$ cat config.mk
export PLATFORM = sky130hd
export DESIGN_NAME = adc_seq_ctrl
export DESIGN_NICKNAME = d
export VERILOG_FILES = /design/src/rtl/adc_seq_pkg.sv /design/src/rtl/adc_trig_unit.sv /design/src/rtl/adc_seq_fsm.sv /design/src/rtl/adc_result_bank.sv /design/src/rtl/adc_seq_ctrl.sv
export SDC_FILE = /design/constraint.sdc
export NUM_CORES = 1
export LEC_CHECK = 0
export ABC_AREA = 1
export CAP_MARGIN = 30
export CELL_PAD_IN_SITES_DETAIL_PLACEMENT = 1
export CELL_PAD_IN_SITES_GLOBAL_PLACEMENT = 1
export CORE_MARGIN = 8
export CORE_UTILIZATION = 35
export DETAILED_ROUTE_END_ITERATION = 8
export MAX_ROUTING_LAYER = met4
export PLACE_DENSITY = 0.71
export SETUP_SLACK_MARGIN = 0.1
export SLEW_MARGIN = 15
export SYNTH_ARGS = -nofsm -noshare
export SYNTH_HDL_FRONTEND = slang
export SYNTH_SLANG_ARGS = --single-unit
$ cat constraint.sdc
create_clock -name clk_i -period 5 [get_ports clk_i]
set_clock_uncertainty 0.2 [all_clocks]
set_input_delay 0.5 -clock clk_i [delete_from_list [all_inputs] [get_ports clk_i]]
set_output_delay 0.5 -clock clk_i [all_outputs]
set_load 0.01 [all_outputs]
$ cat src/rtl/adc_seq_pkg.sv
package adc_seq_pkg;
  typedef enum logic [1:0] {
    TRG_SW   = 2'd0,
    TRG_TMR  = 2'd1,
    TRG_RSVD = 2'd2,
    TRG_EXT  = 2'd3
  } trig_sel_e;

  typedef enum logic [1:0] {
    ST_IDLE = 2'd0,
    ST_SAMP = 2'd1,
    ST_CONV = 2'd2
  } seq_state_e;
endpackage

$ cat src/rtl/adc_trig_unit.sv
module adc_trig_unit
  import adc_seq_pkg::*;
#(
  parameter int SYNC_STAGES = 2
) (
  input  logic       clk_i,
  input  logic       rst_ni,
  input  logic [1:0] sel_i,
  input  logic       sw_start_i,
  input  logic       tmr_uflow_i,
  input  logic       ext_trig_ni,
  output logic       start_o
);
  logic [SYNC_STAGES-1:0] sync_q;
  logic                   prev_q;
  logic                   ext_lvl;
  logic                   ext_fall;

  assign ext_lvl  = sync_q[SYNC_STAGES-1];
  assign ext_fall = prev_q & ~ext_lvl;

  always_ff @(posedge clk_i or negedge rst_ni) begin
    if (!rst_ni) begin
      sync_q <= '1;
      prev_q <= 1'b1;
    end else begin
      sync_q <= {sync_q[SYNC_STAGES-2:0], ext_trig_ni};
      prev_q <= ext_lvl;
    end
  end

  always_comb begin
    unique case (trig_sel_e'(sel_i))
      TRG_SW:  start_o = sw_start_i;
      TRG_TMR: start_o = tmr_uflow_i;
      TRG_EXT: start_o = ext_fall;
      default: start_o = 1'b0;
    endcase
  end

  AST_EXT_SINGLE_EDGE: assert property (@(posedge clk_i) disable iff (!rst_ni)
    ext_fall |=> !ext_fall);
  AST_RSVD_SILENT: assert property (@(posedge clk_i) disable iff (!rst_ni)
    (sel_i == 2'd2) |-> !start_o);
endmodule

$ cat src/rtl/adc_seq_fsm.sv
module adc_seq_fsm
  import adc_seq_pkg::*;
#(
  parameter int CH_W     = 3,
  parameter int SAMP_W   = 3,
  parameter int CONV_CYC = 10
) (
  input  logic              clk_i,
  input  logic              rst_ni,
  input  logic              start_i,
  input  logic              stop_i,
  input  logic              cont_i,
  input  logic [SAMP_W-1:0] samp_i,
  input  logic [CH_W-1:0]   first_i,
  input  logic [CH_W-1:0]   last_i,
  output logic              sample_o,
  output logic              conv_o,
  output logic [CH_W-1:0]   ch_o,
  output logic              busy_o,
  output logic              wr_en_o
);
  localparam int CONV_W = $clog2(CONV_CYC);
  localparam int CNT_W  = (CONV_W > SAMP_W + 1) ? CONV_W : SAMP_W + 1;

  seq_state_e        state_q;
  logic [CNT_W-1:0]  cnt_q;
  logic [CH_W-1:0]   ch_q, first_q, last_q;
  logic [SAMP_W-1:0] samp_q;
  logic              stop_q;
  logic              at_end;

  assign at_end   = (ch_q == last_q);
  assign sample_o = (state_q == ST_SAMP);
  assign conv_o   = (state_q == ST_CONV);
  assign busy_o   = (state_q != ST_IDLE);
  assign ch_o     = ch_q;
  assign wr_en_o  = conv_o && (cnt_q == '0);

  always_ff @(posedge clk_i or negedge rst_ni) begin
    if (!rst_ni) begin
      state_q <= ST_IDLE;
      cnt_q   <= '0;
      ch_q    <= '0;
      first_q <= '0;
      last_q  <= '0;
      samp_q  <= '0;
      stop_q  <= 1'b0;
    end else begin
      unique case (state_q)
        ST_IDLE: begin
          stop_q <= 1'b0;
          if (start_i) begin
            state_q <= ST_SAMP;
            ch_q    <= first_i;
            first_q <= first_i;
            last_q  <= (last_i < first_i) ? first_i : last_i;
            samp_q  <= samp_i;
            cnt_q   <= CNT_W'(samp_i) + CNT_W'(1);
          end
        end
        ST_SAMP: begin
          if (stop_i) stop_q <= 1'b1;
          if (cnt_q == '0) begin
            state_q <= ST_CONV;
            cnt_q   <= CNT_W'(CONV_CYC - 1);
          end else begin
            cnt_q <= cnt_q - CNT_W'(1);
          end
        end
        ST_CONV: begin
          if (stop_i) stop_q <= 1'b1;
          if (cnt_q != '0) begin
            cnt_q <= cnt_q - CNT_W'(1);
          end else if (stop_q || stop_i) begin
            state_q <= ST_IDLE;
          end else if (at_end) begin
            if (cont_i) begin
              state_q <= ST_SAMP;
              ch_q    <= first_q;
              cnt_q   <= CNT_W'(samp_q) + CNT_W'(1);
            end else begin
              state_q <= ST_IDLE;
            end
          end else begin
            state_q <= ST_SAMP;
            ch_q    <= ch_q + CH_W'(1);
            cnt_q   <= CNT_W'(samp_q) + CNT_W'(1);
          end
        end
        default: state_q <= ST_IDLE;
      endcase
    end
  end

  // run-length counter for the conversion window check
  logic [CNT_W-1:0] conv_run_q;
  always_ff @(posedge clk_i or negedge rst_ni) begin
    if (!rst_ni)     conv_run_q <= '0;
    else if (conv_o) conv_run_q <= conv_run_q + CNT_W'(1);
    else             conv_run_q <= '0;
  end

  AST_STROBE_EXCL: assert property (@(posedge clk_i) disable iff (!rst_ni)
    !(sample_o && conv_o));
  AST_SAMP_TO_CONV: assert property (@(posedge clk_i) disable iff (!rst_ni)
    $fell(sample_o) |-> conv_o);
  AST_CONV_LEN: assert property (@(posedge clk_i) disable iff (!rst_ni)
    $fell(conv_o) |-> $past(conv_run_q) == CNT_W'(CONV_CYC - 1));
  AST_SCAN_FIRST: assert property (@(posedge clk_i) disable iff (!rst_ni)
    $rose(busy_o) |-> (ch_o == $past(first_i)) && sample_o);
  AST_STOP_IDLE: assert property (@(posedge clk_i) disable iff (!rst_ni)
    (wr_en_o && stop_q) |=> !busy_o);
  AST_BUSY_IGNORES_START: assert property (@(posedge clk_i) disable iff (!rst_ni)
    (sample_o && start_i) |=> (ch_o == $past(ch_o)));
endmodule

$ cat src/rtl/adc_result_bank.sv
module adc_result_bank #(
  parameter int CH_W   = 3,
  parameter int RES_W  = 10,
  parameter int DATA_W = 16
) (
  input  logic              clk_i,
  input  logic              rst_ni,
  input  logic              left_i,
  input  logic              wr_en_i,
  input  logic [CH_W-1:0]   wr_ch_i,
  input  logic [RES_W-1:0]  wr_res_i,
  input  logic              rd_en_i,
  input  logic [CH_W-1:0]   rd_ch_i,
  output logic [DATA_W-1:0] rd_data_o,
  output logic [(1<<CH_W)-1:0] done_o,
  output logic [(1<<CH_W)-1:0] ovr_o
);
  localparam int NCH = 1 << CH_W;
  localparam int PAD = DATA_W - RES_W;

  logic [DATA_W-1:0]           word;
  logic [NCH-1:0][DATA_W-1:0]  data_all;

  assign word = left_i ? {wr_res_i, {PAD{1'b0}}} : {{PAD{1'b0}}, wr_res_i};

  for (genvar g = 0; g < NCH; g++) begin : g_ch
    logic              hit_wr, hit_rd;
    logic [DATA_W-1:0] data_q;
    logic              done_q, ovr_q;

    assign hit_wr = wr_en_i && (wr_ch_i == CH_W'(g));
    assign hit_rd = rd_en_i && (rd_ch_i == CH_W'(g));

    always_ff @(posedge clk_i or negedge rst_ni) begin
      if (!rst_ni) begin
        data_q <= '0;
        done_q <= 1'b0;
        ovr_q  <= 1'b0;
      end else if (hit_wr) begin
        data_q <= word;
        done_q <= 1'b1;
        ovr_q  <= (ovr_q | done_q) & ~hit_rd;
      end else if (hit_rd) begin
        done_q <= 1'b0;
        ovr_q  <= 1'b0;
      end
    end

    assign data_all[g] = data_q;
    assign done_o[g]   = done_q;
    assign ovr_o[g]    = ovr_q;
  end

  assign rd_data_o = data_all[rd_ch_i];

  AST_DONE_ON_WRITE: assert property (@(posedge clk_i) disable iff (!rst_ni)
    wr_en_i |=> done_o[$past(wr_ch_i)]);
  AST_OVR_ON_UNREAD: assert property (@(posedge clk_i) disable iff (!rst_ni)
    (wr_en_i && done_o[wr_ch_i] && !(rd_en_i && rd_ch_i == wr_ch_i))
      |=> ovr_o[$past(wr_ch_i)]);
  AST_READ_CLEARS: assert property (@(posedge clk_i) disable iff (!rst_ni)
    (rd_en_i && !(wr_en_i && wr_ch_i == rd_ch_i))
      |=> !done_o[$past(rd_ch_i)] && !ovr_o[$past(rd_ch_i)]);
endmodule

$ cat src/rtl/adc_seq_ctrl.sv
module adc_seq_ctrl #(
  parameter int CH_W        = 3,
  parameter int SAMP_W      = 3,
  parameter int RES_W       = 10,
  parameter int DATA_W      = 16,
  parameter int SYNC_STAGES = 2
) (
  input  logic                 clk_i,
  input  logic                 rst_ni,
  input  logic                 cfg_left_just_i,
  input  logic                 cfg_cont_i,
  input  logic [1:0]           cfg_trig_sel_i,
  input  logic [SAMP_W-1:0]    cfg_samp_i,
  input  logic [CH_W-1:0]      cfg_ch_first_i,
  input  logic [CH_W-1:0]      cfg_ch_last_i,
  input  logic                 sw_start_i,
  input  logic                 sw_stop_i,
  input  logic                 tmr_uflow_i,
  input  logic                 ext_trig_ni,
  input  logic [RES_W-1:0]     ana_result_i,
  output logic                 ana_sample_o,
  output logic                 ana_conv_o,
  output logic [CH_W-1:0]      ana_ch_o,
  output logic                 busy_o,
  input  logic [CH_W-1:0]      rd_ch_i,
  input  logic                 rd_en_i,
  output logic [DATA_W-1:0]    rd_data_o,
  output logic [(1<<CH_W)-1:0] done_o,
  output logic [(1<<CH_W)-1:0] ovr_o
);
  logic start;
  logic wr_en;

  adc_trig_unit #(.SYNC_STAGES(SYNC_STAGES)) u_trig (
    .clk_i       (clk_i),
    .rst_ni      (rst_ni),
    .sel_i       (cfg_trig_sel_i),
    .sw_start_i  (sw_start_i),
    .tmr_uflow_i (tmr_uflow_i),
    .ext_trig_ni (ext_trig_ni),
    .start_o     (start)
  );

  adc_seq_fsm #(.CH_W(CH_W), .SAMP_W(SAMP_W), .CONV_CYC(RES_W)) u_fsm (
    .clk_i    (clk_i),
    .rst_ni   (rst_ni),
    .start_i  (start),
    .stop_i   (sw_stop_i),
    .cont_i   (cfg_cont_i),
    .samp_i   (cfg_samp_i),
    .first_i  (cfg_ch_first_i),
    .last_i   (cfg_ch_last_i),
    .sample_o (ana_sample_o),
    .conv_o   (ana_conv_o),
    .ch_o     (ana_ch_o),
    .busy_o   (busy_o),
    .wr_en_o  (wr_en)
  );

  adc_result_bank #(.CH_W(CH_W), .RES_W(RES_W), .DATA_W(DATA_W)) u_bank (
    .clk_i     (clk_i),
    .rst_ni    (rst_ni),
    .left_i    (cfg_left_just_i),
    .wr_en_i   (wr_en),
    .wr_ch_i   (ana_ch_o),
    .wr_res_i  (ana_result_i),
    .rd_en_i   (rd_en_i),
    .rd_ch_i   (rd_ch_i),
    .rd_data_o (rd_data_o),
    .done_o    (done_o),
    .ovr_o     (ovr_o)
  );
endmodule

==> key figures <==
Synth
  • Ys async rst share: 100%
  • Synth Flop Type: dfrtp_1
  • Synth cell types: 37
  • Number of synthesized flops with an enable pin: 0
  • Post-synthesis net count: 1042
  • Post-synthesis register bit count: 166
  • Syn. warnings: 0
  • Avg Inst Size Synth: 8.19 um2
  • Top cell type by total area after synthesis: dfrtp_1
  • Cells after synthesis: 992
  • Dominant cell by count in the synthesized netlist: nand2_1
  • Mapped Area: 8130 um2
  • Seq/Total Area, Yosys: 51.2%
  • Yosys top cell area share: 50.2%
  • Synth area leaders: dfrtp_1, nand2_1, o21ai_0
  • Synth top cells by count: nand2_1, dfrtp_1, o21ai_0

Routing
  • Drt first-iter violations: 360
  • Initial DRT Pass Iterations: 5
  • DRC Markers: 0
  • Via density: 5.11
  • Post-route ant nets: 0
  • DR WL/cell: 18.4 um
  • WL final: 24500 um
  • Via count: 6791

Cells and area
  • Final core occ: 41.6%
  • Nets: 1083
  • Layout area overhead: 16.2%
  • Layout cells sized above 1: 6.42%

Clock network
  • Longest Clk Path Bufs: 2
  • Clock latency on the worst-skew pair: 0.43 ns
  • CTS H-tree lvls: 4
  • Num CTS Buffers: 17
  • Clk sinks: 166
  • Post-CTS Setup Inserts: 0
  • Clk root buf: clkbuf_16
  • Reg clk slew, reported paths: 0.06 ns
  • CTS tree: yes

Timing
  • Fin crit period: 3.84 ns
  • F_max: 261 MHz
  • Setup_tns: 0 ns
  • Least-Margin Pin Slew: 0.877 ns
  • Max Slew Vio Count: 0
  • Final period utilization: 76.7%
  • RSZ-0062 raised after global routing: no
  • # setup viols final: 0
  • Final Hold Vio Count: 0
  • Max_slew headroom: 41.5%

Floorplan
  • Die width: 168 um
  • # rows: 55
  • Die H: 168 um
  • Die Footprint: 28400 um2
  • IO Count: 71
  • Floorplan core area: 22700 um2
  • Starting Density: 35.8%

Critical path
  • Critical path, cell by cell: clkdlybuf4s50_1, inv_1, nor2_1, buf_4, inv_1, o22ai_1, a21oi_1, a21oi_1, clkdlybuf4s50_1
  • CP required: 4.30 ns
  • Critical R2R Capture: u_bank.g_ch[7].data_q[7]$_DFFE_PN0P_
  • Crit path max fanout: 17
  • Crit path DAT: 3.14 ns
  • R2R Setup Slk: 2.10 ns
  • Worst setup SP type: primary input
  • Reg2reg start: u_fsm.state_q[0]$_DFFE_PN0P_
  • Crit path from: rd_ch_i[1]
  • Setup Crit Path Kind: in2out
  • CP endpoint kind: primary output
  • Slowest-stage cell, CP: clkdlybuf4s50_1
  • Largest stage delay on the critical path: 0.59 ns
  • Worst Reg2Reg Path Length in Cells: 7
  • CP Capture Point: rd_data_o[1]

Global route
  • Initial antenna violation count: 1
  • Largest net degree at the start of global routing: 93
  • First-pass GRT wire length: 40700 um
  • Number of global-route vias before repair: 7274
  • Grt total ovfl: 0
  • Global-route usage over all layers: 18.6%

Power
  • Pwr per Cell Area: 541 nW/um2
  • Clock power share: 25.3%
  • Reg power frac: 42.7%
  • Lkg Pwr: 0.00461 uW
  • Peak supply drop: 0.211 mV
  • Cell Int Power: 3300 uW
  • P_sw: 1800 uW
  • Switching part of the total power: 35.3%
  • Logic pwr share: 32.0%

Flow run
  • Max Cap Violations: 0

Place
  • Final Wtd Congestion: 0.805
  • Post-DP HPWL: 16700 um
  • IO buf count: 70

Hold path
  • HP Class: reg2reg

Run status
  • Status: finished clean
-- cell type report --
cell class                 count  area (um2)
antenna                        1        2.50
clock buffer                  21         470
clock inverter                 9         103
fill                        2742       13300
inverter                     108         405
multi-input combinational    661        3170
sequential                   166        4160
tap                          285         357
timing repair buffer          79         772
-- what timing repair did --
| item | 4_1_cts | 5_1_grt |
|---|---|---|
| endpoints found under the hold margin | 10 | 0 |
| hold buffers | 1 | 0 |
| gates resized for setup | 0 | 0 |
-- through the flow --
stage | hold slack [ns] | setup WS [ns] | std cells | cell area [um2] | total power (uW)
after global placement | 0.146 | 1.38 | 1298 | 8860 | 3770
after floorplan | 0.00441 | 2.79 | 992 | 8130 | 3260
after global routing | 0.165 | 1.03 | 1330 | 9440 | 5490
after CTS | 0.158 | 1.21 | 1329 | 9440 | 5160
after detailed placement | 0.148 | 1.22 | 1298 | 8860 | 3840
final | 0.157 | 1.16 | 1330 | 9440 | 5110
-- cell families (layout without fill, tap and decap cells) --
logic type / after synthesis / count (layout) / synth area share (%)
buffers and inverters: 165 / 217 / 9.78
AOI/OAI and AO/OA: 210 / 210 / 14.3
DFF: 166 / 166 / 51.2
adders and majority gates: 17 / 17 / 2.62
and+or+nand+nor: 431 / 431 / 21.8
other: 0 / 1 / 0
xor gates and xnor gates: 3 / 3 / 0.323
-- metal layers --
| layer | vias to the layer above | track usage [%] | share of wire [%] |
|---|---|---|---|
| met5 | - | - | 0 |
| li1 | 3243 | - | - |
| met1 | 3403 | 23.5 | 46 |
| met2 | 127 | 30.3 | 49 |
| met3 | 18 | 3.34 | 3.9 |
| met4 | 0 | 4.85 | 1.1 |
-- power by group through the flow --
| stage | combinational, uW | sequential [uW] | clock (uW) |
|---|---|---|---|
| 3_5_place_dp | 1640 | 2200 | 0 |
| 6_report | 1630 | 2180 | 1290 |
| 2_1_floorplan | 1150 | 2110 | 0 |
| 4_1_cts | 1660 | 2180 | 1320 |
| 3_3_place_gp | 1590 | 2180 | 0 |
| 5_1_grt | 1880 | 2240 | 1370 |
-- critical path, delay by kind of cell --
family | cells | cell delay, ns
compound gates | 3 | 0.59
simple gates | 1 | 0.11
buf+inv | 5 | 1.91
-- registers in the layout, indices dropped and copies added (netlist names) --
signal / flops
u_bank.g_ch.data_q: 128
u_bank.g_ch.done_q: 8
u_bank.g_ch.ovr_q: 8
u_fsm.cnt_q: 4
u_fsm.ch_o: 3
u_fsm.first_q: 3
u_fsm.last_q: 3
u_fsm.samp_q: 3
u_fsm.state_q: 2
u_trig.sync_q: 2
u_fsm.stop_q: 1
u_trig.prev_q: 1
-- how the worst min path moves through the flow --
stage	start	endpoint	slack [ns]	cells after the start
6_report	u_trig.sync_q[0]$_DFF_PN1_	u_trig.sync_q[1]$_DFF_PN1_	0.16	0
5_1_grt	u_trig.sync_q[0]$_DFF_PN1_	u_trig.sync_q[1]$_DFF_PN1_	0.17	0
2_1_floorplan	rst_ni	u_bank.g_ch[0].data_q[0]$_DFFE_PN0P_	0.004	0
3_3_place_gp	u_trig.sync_q[0]$_DFF_PN1_	u_trig.sync_q[1]$_DFF_PN1_	0.15	0
3_5_place_dp	u_trig.sync_q[0]$_DFF_PN1_	u_trig.sync_q[1]$_DFF_PN1_	0.15	0
4_1_cts	u_trig.sync_q[0]$_DFF_PN1_	u_trig.sync_q[1]$_DFF_PN1_	0.16	0
-- placed cells by master, fill, tap and decap left out, types with 11 or more instances in the layout --
cell type and count:
nor2_1 28, dfrtp_1 163, o21ai_0 139, clkdlybuf4s50_1 69, inv_1 99, nand2_1 362, a21oi_1 18, ha_1 17
clkbuf_16 17, o22ai_1 23, nand4_1 12, nand3_1 11
(Power assumes the default switching activity.)
